[src/rtl/dbm_regs.sv]
module dbm_regs #(
  parameter int DW = 32,
  parameter logic [7:0] BAR_LOW = 8'h01
) (
  input  logic          clk,
  input  logic          rst_n,
  input  logic [3:0]    io_addr,
  input  logic [1:0]    io_size,
  input  logic          io_wr,
  input  logic [DW-1:0] io_wdata,
  output logic [DW-1:0] io_rdata,
  input  logic [1:0]    err_i,
  input  logic [1:0]    irq_i,
  output logic [1:0]    dma_start_o,
  output logic [1:0]    dma_dir_o,
  output logic [DW-1:0] ch0_table_o,
  output logic [DW-1:0] ch1_table_o,
  output logic [7:0]    bar_low_o
);
  localparam int NCH = 2;

  logic [NCH-1:0]          start_q, dir_q, act_q, err_q, irq_q;
  logic [NCH-1:0][1:0]     cap_q;
  logic [NCH-1:0][DW-1:0]  tbl_q;

  wire       ch_sel   = io_addr[3];
  wire       tbl_sel  = io_addr[2];
  wire [1:0] off      = io_addr[1:0];
  wire       byte_acc = (io_size == 2'd0);
  wire [4:0] sh       = {off, 3'b000};

  logic [DW-1:0] size_mask;
  always_comb begin
    case (io_size)
      2'd0:    size_mask = DW'(32'h0000_00FF);
      2'd1:    size_mask = DW'(32'h0000_FFFF);
      default: size_mask = '1;
    endcase
  end

  wire [DW-1:0] lane_mask = size_mask << sh;
  wire [DW-1:0] lane_data = io_wdata << sh;

  always_ff @(posedge clk) begin
    if (!rst_n) begin
      start_q <= '0;
      dir_q   <= '0;
      act_q   <= '0;
      err_q   <= '0;
      irq_q   <= '0;
      cap_q   <= '0;
      tbl_q   <= '0;
    end else begin
      for (int c = 0; c < NCH; c++) begin
        logic hit, cmd_wr, st_wr;
        hit    = io_wr && (ch_sel == 1'(c));
        cmd_wr = hit && !tbl_sel && byte_acc && (off == 2'd0);
        st_wr  = hit && !tbl_sel && byte_acc && (off == 2'd2);
        if (cmd_wr) begin
          start_q[c] <= io_wdata[0];
          dir_q[c]   <= io_wdata[3];
          act_q[c]   <= io_wdata[0];
        end
        if (st_wr)
          cap_q[c] <= io_wdata[6:5];
        err_q[c] <= err_i[c] | (err_q[c] & ~(st_wr & io_wdata[1]));
        irq_q[c] <= irq_i[c] | (irq_q[c] & ~(st_wr & io_wdata[2]));
        if (hit && tbl_sel)
          tbl_q[c] <= ((tbl_q[c] & ~lane_mask) | (lane_data & lane_mask)) & ~DW'(3);
      end
    end
  end

  wire [7:0] cmd_byte  = {4'b0, dir_q[ch_sel], 2'b0, start_q[ch_sel]};
  wire [7:0] stat_byte = {1'b0, cap_q[ch_sel], 2'b0, irq_q[ch_sel], err_q[ch_sel], act_q[ch_sel]};

  always_comb begin
    if (tbl_sel)
      io_rdata = (tbl_q[ch_sel] >> sh) & size_mask;
    else if (!byte_acc)
      io_rdata = size_mask;
    else begin
      case (off)
        2'd0:    io_rdata = DW'(cmd_byte);
        2'd2:    io_rdata = DW'(stat_byte);
        default: io_rdata = DW'(8'hFF);
      endcase
    end
  end

  assign dma_start_o = start_q;
  assign dma_dir_o   = dir_q;
  assign ch0_table_o = tbl_q[0];
  assign ch1_table_o = tbl_q[1];
  assign bar_low_o   = BAR_LOW;
endmodule

[config.mk]
export PLATFORM = sky130hd
export DESIGN_NAME = dbm_regs
export DESIGN_NICKNAME = d
export VERILOG_FILES = /design/src/rtl/dbm_regs.sv
export SDC_FILE = /design/constraint.sdc
export NUM_CORES = 1
export LEC_CHECK = 0
export BUFFER_PORTS_ARGS = -buffer_cell sky130_fd_sc_hd__buf_2
export CELL_PAD_IN_SITES_DETAIL_PLACEMENT = 1
export CELL_PAD_IN_SITES_GLOBAL_PLACEMENT = 2
export CORE_ASPECT_RATIO = 0.5
export CORE_MARGIN = 5
export CORE_UTILIZATION = 28
export CTS_CLUSTER_DIAMETER = 150
export DETAILED_ROUTE_END_ITERATION = 16
export GPL_TIMING_DRIVEN = 0
export HOLD_SLACK_MARGIN = 0.02
export MAX_ROUTING_LAYER = met4
export PLACE_DENSITY = 0.77
export SLEW_MARGIN = 20
export SYNTH_ARGS = -nofsm -noshare
export SYNTH_HDL_FRONTEND = slang
export SYNTH_SLANG_ARGS = --single-unit
[constraint.sdc]
create_clock -name clk -period 1.2 [get_ports clk]
set_input_delay 0.06 -clock clk [delete_from_list [all_inputs] [get_ports clk]]
set_output_delay 0.06 -clock clk [all_outputs]
set_load 0.02 [all_outputs]
==> results of run 1 <==
power groups by stage:
stage,clock [µW],combinational [µW],sequential (µW)
finish,2670,1980,2540
floorplan,0,944,2660
CTS,2670,1870,2530
global placement,0,1560,2610
detailed placement,0,1570,2620
global route,2780,2070,2540
repair_timing:
| item | CTS | global route |
|---|---|---|
| hold buffers | 6 | 0 |
| hold endpoints to repair | 4 | 0 |
| setup endpoints to repair | 53 | 43 |
| pin swaps | 30 | 19 |
| resized for setup | 150 | 34 |
| buffers inserted | 42 | 14 |
| gates cloned | 0 | 1 |
cell type report:
class | count | share of cell area (%)
Buffer | 53 | 6.77
Clock buffer | 10 | 3.22
Clock inverter | 6 | 0.572
Inverter | 12 | 0.657
Sequential cell | 72 | 20.8
Tap cell | 227 | 3.82
Multi-Input combinational cell | 361 | 45.2
Timing Repair Buffer | 198 | 19.0
routing by layer:
metal / track usage [%] / part of all wire [%] / up-vias
met5: - / 0 / -
met3: 6.99 / 9.1 / 49
met4: 6.92 / 2.3 / 0
met2: 37.6 / 45 / 261
met1: 31.8 / 44 / 2563
li1: - / - / 2227
tightest hold or removal path: stages:
cell and delay (ps):
buf_2 140, nand3_1 70, a21boi_0 70
final timing paths:
path	endpoint	start	depth (start not counted)	slack (ps)
max reg2reg	flop	flop	4	190
min reg2reg	cap_q[2]	cap_q[2]	2	470
min	flop	io_wdata[4]	3	40
max	io_rdata[5]	flop	4	-780
layout by cell type (no fill, tap or decap), drive strengths merged, types with 2 or more instances in the layout:
cell         count
o21ai           26
a2bb2oi          9
mux2i           80
o211a           32
a221oi           3
nor3             5
nor3b            2
nand2           62
a21boi           6
clkbuf          25
nor2b           27
a31oi            3
o31a             3
nand4            2
nor2             7
clkinv           2
a22oi            4
o211ai           6
buf            230
clkinvlp         3
mux4            21
o2111ai          2
nand3           20
conb            12
a21oi           12
mux2             8
inv             13
dfxtp           72
dlygate4sd3      6
logic make-up (layout without fill, tap and decap cells):
logic type / Yosys count / after routing / synth area share, %
flops: 72 / 72 / 30.0
buf+inv: 65 / 279 / 8.85
other cells: 2 / 12 / 0.156
compound gates: 110 / 110 / 18.3
mux: 109 / 109 / 28.4
simple gates: 130 / 130 / 14.4
synthesized netlist by cell type, types with 3 or more instances:
master / number / share of area [%]
a31oi_1: 3 / 0.39
buf_4: 19 / 3.0
dfxtp_1: 72 / 30
nor2_1: 6 / 0.47
clkbuf_1: 10 / 0.78
a2bb2oi_1: 9 / 1.6
mux4_2: 21 / 9.8
nor2b_1: 27 / 3.5
o211ai_1: 6 / 0.94
nor3_4: 4 / 1.4
buf_2: 11 / 1.1
o21ai_0: 25 / 2.6
inv_1: 11 / 0.86
a22oi_1: 4 / 0.62
nand2_1: 61 / 4.8
mux2_2: 8 / 1.9
a21boi_0: 6 / 0.94
o31a_1: 3 / 0.55
o211a_1: 32 / 6.7
buf_6: 9 / 2.1
a21oi_1: 12 / 1.2
nand3_1: 19 / 2.0
mux2i_1: 80 / 17
through the flow:
step | setup slack, ps | total power (µW) | instance area (µm²)
final | -783 | 7190 | 7430
after global routing | -827 | 7390 | 7430
after CTS | -754 | 7070 | 7190
after detailed placement | -695 | 4190 | 6030
after global placement | -713 | 4170 | 6020
after floorplan | -78.0 | 3610 | 5060
==> impl_metrics.ini, run 1 <==
[detailed_routing]
viasPerCell = 5.43
drt_pass1_iterations = 5
vias = 5100
drt_iter0_drc = 521
postRouteAntennaNets = 0
drcViolationCount = 0
wl_um = 24500
wl_per_cell_um = 26.1

[logic_synthesis]
yosysWarnings = 0
avgSynthCellArea_um2 = 9.85
synth-seq-cells = 72
synth_seq_area_share_pct = 30.0
synth_edf_count = 0
synthCells = 488
yosysUniqueCellTypes = 48
synthFlopType = dfxtp_1
netlist_area_um2 = 4810
ys_async_sr_fraction_pct = 0

[worst_setup_path]
crit_arrival_ps = 1920
crit_path_max_fanout = 2
slowest_delay_ps = 470
path_buf_inv = 1
required_ps = 1140
crit_chain = mux4_2, o211ai_1, o211ai_1, buf_2
end_kind = output port
crit_top_cell = o211ai_1
crit_slowest_cell = mux4_2
worstSetupStartpointType = flop
crit_family = compound AO/OA/AOI/OAI gates
critPathKind = flop to output port

[sta]
worst_clock_skew_ps = 0
slew_viol_final = 0
setup_viol = 32
rsz0062_at_grt = yes
tns_ps = -12970
relSlewSlack_pct = 44.3
fin_crit_sh_pct = 165
fin_ws_ps = -783
hold_slack_ps = 42.0
worst-slew-pin-transition_ps = 835
fin_crit_ps = 1980
hold_viol_final = 0
max_clock_freq_ghz = 0.504

[cts]
numCtsBuffers = 9
cts_tree = done
clockBufferDepth = 2
clk-insertion-delay-late_ps = 350
cts_sinks = 72
path_clk_slew_ps = 60
h-tree-depth = 3
cts-root-buf = clkbuf_16

[power]
power_density_nw_per_um2 = 967
switching_share_pct = 33.7
p_int_uw = 4770
p_switching_uw = 2420
ir_worst_vdd_uv = 684
power.leakage_uw = 0.00366
p_comb_share_pct = 27.6
p_seq_share_pct = 35.3
p_clk_share_pct = 37.1

[global_route]
grt_overflow = 0
antenna_found_initial = 1
grt_pass1_vias = 5203
grt_pass1_wl_um = 34700
gr-usage-all-layers_pct = 24.4
grt_max_degree = 14

[final_layout]
area_growth_pct = 54.6
register_area_um2 = 1540
nets = 752
drive_above_1_share_pct = 58.3
antenna_cells = 0
layout.cells.non_filler = 939
utilization_pct = 44.8
multi_input_area_um2 = 3360
fillers = 1892

[floorplan]
row_count = 33
start_util_pct = 29.0
io_pins = 153
die-area_um2 = 20000
dieWidth_um = 195
core-area_um2 = 16600
die_y_um = 103

[outcome]
violations = setup timing
outcome = finished with violations

[placement]
io_buffers = 136
dpl.cell_count = 861
globalplace.congestion = 0.897
dp_hpwl_um = 16900

[run]
maxCapViolations = 0

[worst_hold_path]
hold_path_class = input port to flop
Power figures use the tool's default switching activity.
==> run 2, diff against run 1 <==
--- a/config.mk
+++ b/config.mk
@@ -11,6 +11,7 @@
 export CORE_ASPECT_RATIO = 0.5
 export CORE_MARGIN = 5
 export CORE_UTILIZATION = 28
+export CTS_BUF_LIST = sky130_fd_sc_hd__clkbuf_16
 export CTS_CLUSTER_DIAMETER = 150
 export DETAILED_ROUTE_END_ITERATION = 16
 export GPL_TIMING_DRIVEN = 0
==> run 2 against run 1 <==
Net effect:
- the run still ends with setup timing left
- wire length rose by 0.20%
- flip-flop and latch count did not move
- total power fell by 1.0%
- global-route usage barely moved
- critical path depth did not move
- worst hold slack got worse by 0.90 ps
- non-clock buffer count did not move
- sequential share of layout area barely moved
- final cell count did not move
- clock power fell by 3%
- highest routed layer unchanged
==> impl_metrics.ini, run 2 (synthesis results as in run 1) <==
[sta]
fin_crit_sh_pct = 164
hold_slack_ps = 41.1
max_clock_freq_ghz = 0.507
worst_clock_skew_ps = 0
tns_ps = -12950
relSlewSlack_pct = 44.0
fin_ws_ps = -773
setup_viol = 32
slew_viol_final = 0
hold_viol_final = 0
worst-slew-pin-transition_ps = 839
fin_crit_ps = 1970
rsz0062_at_grt = yes

[global_route]
grt_overflow = 0
antenna_found_initial = 1
grt_pass1_wl_um = 34700
gr-usage-all-layers_pct = 24.5
grt_pass1_vias = 5179
grt_max_degree = 14

[worst_setup_path]
end_kind = output port
required_ps = 1140
critPathKind = flop to output port
worstSetupStartpointType = flop
crit_path_max_fanout = 2
reg2reg_slack_ps = 180
crit_arrival_ps = 1910

[cts]
clk-insertion-delay-late_ps = 350
cts-root-buf = clkbuf_16
cts_tree = done
h-tree-depth = 3
cts_sinks = 72
clockBufferDepth = 2
numCtsBuffers = 9
path_clk_slew_ps = 60

[detailed_routing]
wl_per_cell_um = 26.2
vias = 5103
wl_um = 24600
viasPerCell = 5.43
drt_pass1_iterations = 5
drcViolationCount = 0
postRouteAntennaNets = 0
drt_iter0_drc = 509

[power]
p_comb_share_pct = 27.9
p_clk_share_pct = 36.5
switching_share_pct = 33.9
power_density_nw_per_um2 = 959
power.leakage_uw = 0.00365
p_int_uw = 4700
p_seq_share_pct = 35.6
p_switching_uw = 2410
ir_worst_vdd_uv = 684

[outcome]
outcome = finished with violations
violations = setup timing

[final_layout]
most-common-layout-cells = 106 x buf_2, 73 x mux2i_1, 66 x buf_4, 54 x nand2_1, 46 x buf_6
area_growth_pct = 54.4
utilization_pct = 44.7
layout.cells.non_filler = 939
drive_above_1_share_pct = 58.1
layout_commonest_cell = buf_2
nets = 752
fillers = 1892
antenna_cells = 0

[floorplan]
io_pins = 153
row_count = 33
die-area_um2 = 20000
dieWidth_um = 195
start_util_pct = 29.0
die_y_um = 103
core-area_um2 = 16600

[placement]
io_buffers = 136
globalplace.congestion = 0.897
dp_hpwl_um = 16900
dpl_worst_slack_ps = -695
dpl.cell_count = 861

[worst_hold_path]
hold_path_class = input port to flop

[run]
maxCapViolations = 0
## run 2: critical path: stages (launching register included)
cell	delay, ps
dfxtp_4	340
mux4_2	470
o211ai_1	370
o211ai_1	190
buf_2	190
## run 2: power groups by stage
stage / registers (µW) / logic [µW] / clock network (µW)
CTS: 2530 / 1870 / 2600
finish: 2540 / 1990 / 2590
floorplan: 2660 / 944 / 0
detailed placement: 2620 / 1570 / 0
global placement: 2610 / 1560 / 0
global route: 2540 / 2070 / 2720
## run 2: final timing paths
| path | from | endpoint | cells after the start |
|---|---|---|---|
| worst min register to register | cap_q[2] | cap_q[2] | 2 |
| worst max register to register | flop | flop | 4 |
| worst min-delay path | io_wdata[7] | flop | 3 |
| worst max-delay path | flop | io_rdata[5] | 4 |
## run 2: timing repair
item / 4_1_cts / 5_1_grt
pin swaps: 30 / 19
hold buffers: 6 / 0
gates cloned: 0 / 1
setup endpoints to repair: 53 / 43
setup buffers: 42 / 14
gates resized for setup: 150 / 34
endpoints found under the hold margin: 4 / 0
## run 2: per-stage QoR
| stage | instance area (µm²) | power (µW) |
|---|---|---|
| CTS | 7180 | 7010 |
| finish | 7420 | 7110 |
| global placement | 6020 | 4170 |
| global route | 7420 | 7330 |
| floorplan | 5060 | 3610 |
| detailed placement | 6030 | 4190 |
## run 2: area by class of cell
cell class / instances / area, µm² / area share (%)
Sequential cell: 72 / 1540 / 20.8
Tap cell: 227 / 284 / 3.83
Multi-Input combinational cell: 361 / 3360 / 45.2
Buffer: 53 / 503 / 6.78
Timing Repair Buffer: 198 / 1410 / 19.0
Clock buffer: 9 / 225 / 3.03
Inverter: 12 / 48.8 / 0.657
Clock inverter: 7 / 46.3 / 0.624
## run 2: layer usage
| layer | up-vias | track usage, % | share of wire [%] |
|---|---|---|---|
| met5 | - | - | 0 |
| met4 | 0 | 6.33 | 2.0 |
| met3 | 48 | 6.76 | 8.2 |
| met2 | 256 | 37.8 | 46 |
| met1 | 2573 | 32.0 | 44 |
| li1 | 2226 | - | - |
==> run 3, diff against run 2 <==
--- a/config.mk
+++ b/config.mk
@@ -10,14 +10,14 @@
 export CELL_PAD_IN_SITES_GLOBAL_PLACEMENT = 2
 export CORE_ASPECT_RATIO = 0.5
 export CORE_MARGIN = 5
-export CORE_UTILIZATION = 28
+export CORE_UTILIZATION = 31
 export CTS_BUF_LIST = sky130_fd_sc_hd__clkbuf_16
 export CTS_CLUSTER_DIAMETER = 150
 export DETAILED_ROUTE_END_ITERATION = 16
 export GPL_TIMING_DRIVEN = 0
 export HOLD_SLACK_MARGIN = 0.02
 export MAX_ROUTING_LAYER = met4
-export PLACE_DENSITY = 0.77
+export PLACE_DENSITY = 0.81
 export SLEW_MARGIN = 20
 export SYNTH_ARGS = -nofsm -noshare
 export SYNTH_HDL_FRONTEND = slang
==> constraint.sdc (replaced) <==
create_clock -name clk -period 1.9 [get_ports clk]
set_input_delay 0.095 -clock clk [delete_from_list [all_inputs] [get_ports clk]]
set_output_delay 0.095 -clock clk [all_outputs]
set_load 0.02 [all_outputs]
==> run 3 against run 2 <==
Net effect:
- the run still ends with setup timing left
- flip-flop and latch count stayed put
- wire length decreased by 10%
- sequential power fell by 37%
- clock power down 32%
- via count shrank 5.3%
- count of clock-buffer cells in the layout unchanged
- largest cell class unchanged
- largest power group unchanged
==> impl_metrics.ini, run 3 (synthesis results as in run 1) <==
[worst_setup_path]
worstSetupStartpointType = flop
required_ps = 1800
slowest_delay_ps = 460
crit_arrival_ps = 1930
crit_chain = mux4_2, o211ai_1, o211ai_1, buf_4
crit_top_cell = o211ai_1
critPathKind = flop to output port
crit_slowest_cell = mux4_2
crit_path_max_fanout = 2
end_kind = output port
reg2reg_slack_ps = 960

[run]
maxCapViolations = 0

[power]
power_uw = 4360
power_density_nw_per_um2 = 696
power.leakage_uw = 0.00323
ir_worst_vdd_uv = 443

[cts]
path_clk_slew_ps = 60
clk-insertion-delay-late_ps = 340
cts_tree = done
cts_sinks = 72
clockBufferDepth = 2
h-tree-depth = 3
cts-root-buf = clkbuf_16
numCtsBuffers = 9

[global_route]
grt_pass1_vias = 5012
grt_max_degree = 14
antenna_found_initial = 0
gr-usage-all-layers_pct = 24.6
grt_overflow = 0
grt_pass1_wl_um = 32100

[sta]
relSlewSlack_pct = 36.5
slew_viol_final = 0
fin_crit_sh_pct = 106
fin_ws_ps = -122
rsz0062_at_grt = yes
max_clock_freq_ghz = 0.495
worst_clock_skew_ps = 0
hold_slack_ps = 20.6
worst-slew-pin-transition_ps = 949
setup_viol = 3
fin_crit_ps = 2020
hold_viol_final = 0
tns_ps = -133

[detailed_routing]
drcViolationCount = 0
wl_per_cell_um = 25.5
wl_um = 22000
postRouteAntennaNets = 0
viasPerCell = 5.58
drt_iter0_drc = 401
vias = 4835
drt_pass1_iterations = 5

[placement]
globalplace.congestion = 0.903
dp_hpwl_um = 16200
dpl_worst_slack_ps = -40.8
io_buffers = 136

[final_layout]
nets = 702
utilization_pct = 41.0
drive_above_1_share_pct = 40.0
layout_commonest_cell = buf_2
most-common-layout-cells = 141 x buf_2, 80 x mux2i_1, 61 x nand2_1, 59 x dfxtp_1, 33 x buf_4
antenna_cells = 0
area_growth_pct = 30.4
fillers = 1791

[outcome]
outcome = finished with violations
violations = setup timing

[floorplan]
dieWidth_um = 186
core-area_um2 = 15300
start_util_pct = 31.4
row_count = 32
io_pins = 153
die-area_um2 = 18200
die_y_um = 98.0

[worst_hold_path]
hold_path_class = input port to flop
## run 3: changes by cell type in the layout (fill, tap and decap cells not counted), sizes merged
cell,delta
dlygate4sd3,-3
bufinv,+1
clkinv,-1
clkbuf,-4
buf,-43
## run 3: final cells by class
class,instances,area (µm²),area share (%)
Buffer,53,384,6.13
Timing Repair Buffer,148,801,12.8
Clock inverter,7,71.3,1.14
Sequential cell,72,1470,23.5
Tap cell,204,255,4.07
Multi-Input combinational cell,361,3010,48.1
Clock buffer,9,225,3.59
Inverter,12,45.0,0.719
## run 3: where the power goes
part / switching [µW] / total [µW] / internal [µW]
clock: 746 / 1760 / 1020
combinational: 613 / 987 / 375
sequential: 55.8 / 1610 / 1550
total: 1410 / 4360 / 2940
## run 3: final timing paths
check | start | endpoint | cells after the start
hold reg to reg | cap_q[0] | cap_q[0] | 2
hold / removal | irq_i[0] | irq_q[0] | 3
setup reg to reg | flop | flop | 4
setup / recovery | flop | io_rdata[5] | 4
## run 3: worst max-delay path, delay by kind of cell, from the launching register on
kind,cells,cell delay [ps]
AO/OA/AOI/OAI,2,580
multiplexers,1,460
buffers and inverters,1,200
flip-flops,1,340
## run 3: timing repair
action	4_1_cts	5_1_grt
setup buffers	5	4
gates resized for setup	21	14
setup endpoints to repair	5	6
hold endpoints to repair	3	0
hold buffers	3	0
pin swaps	3	7
## run 3: routing by layer
layer | vias to the layer above | GRT usage (%) | wire [µm]
met1 | 2494 | 32.7 | 9890
met4 | 0 | 5.37 | 303
met3 | 26 | 5.62 | 1620
met5 | - | - | 0
met2 | 201 | 38.4 | 10200
li1 | 2114 | - | -
## run 3: per-stage QoR
stage / cells / area, µm²
after floorplan: 498 / 4840
after global placement: 838 / 5780
after detailed placement: 838 / 5780
after CTS: 862 / 6190
after global routing: 866 / 6270
final: 866 / 6270
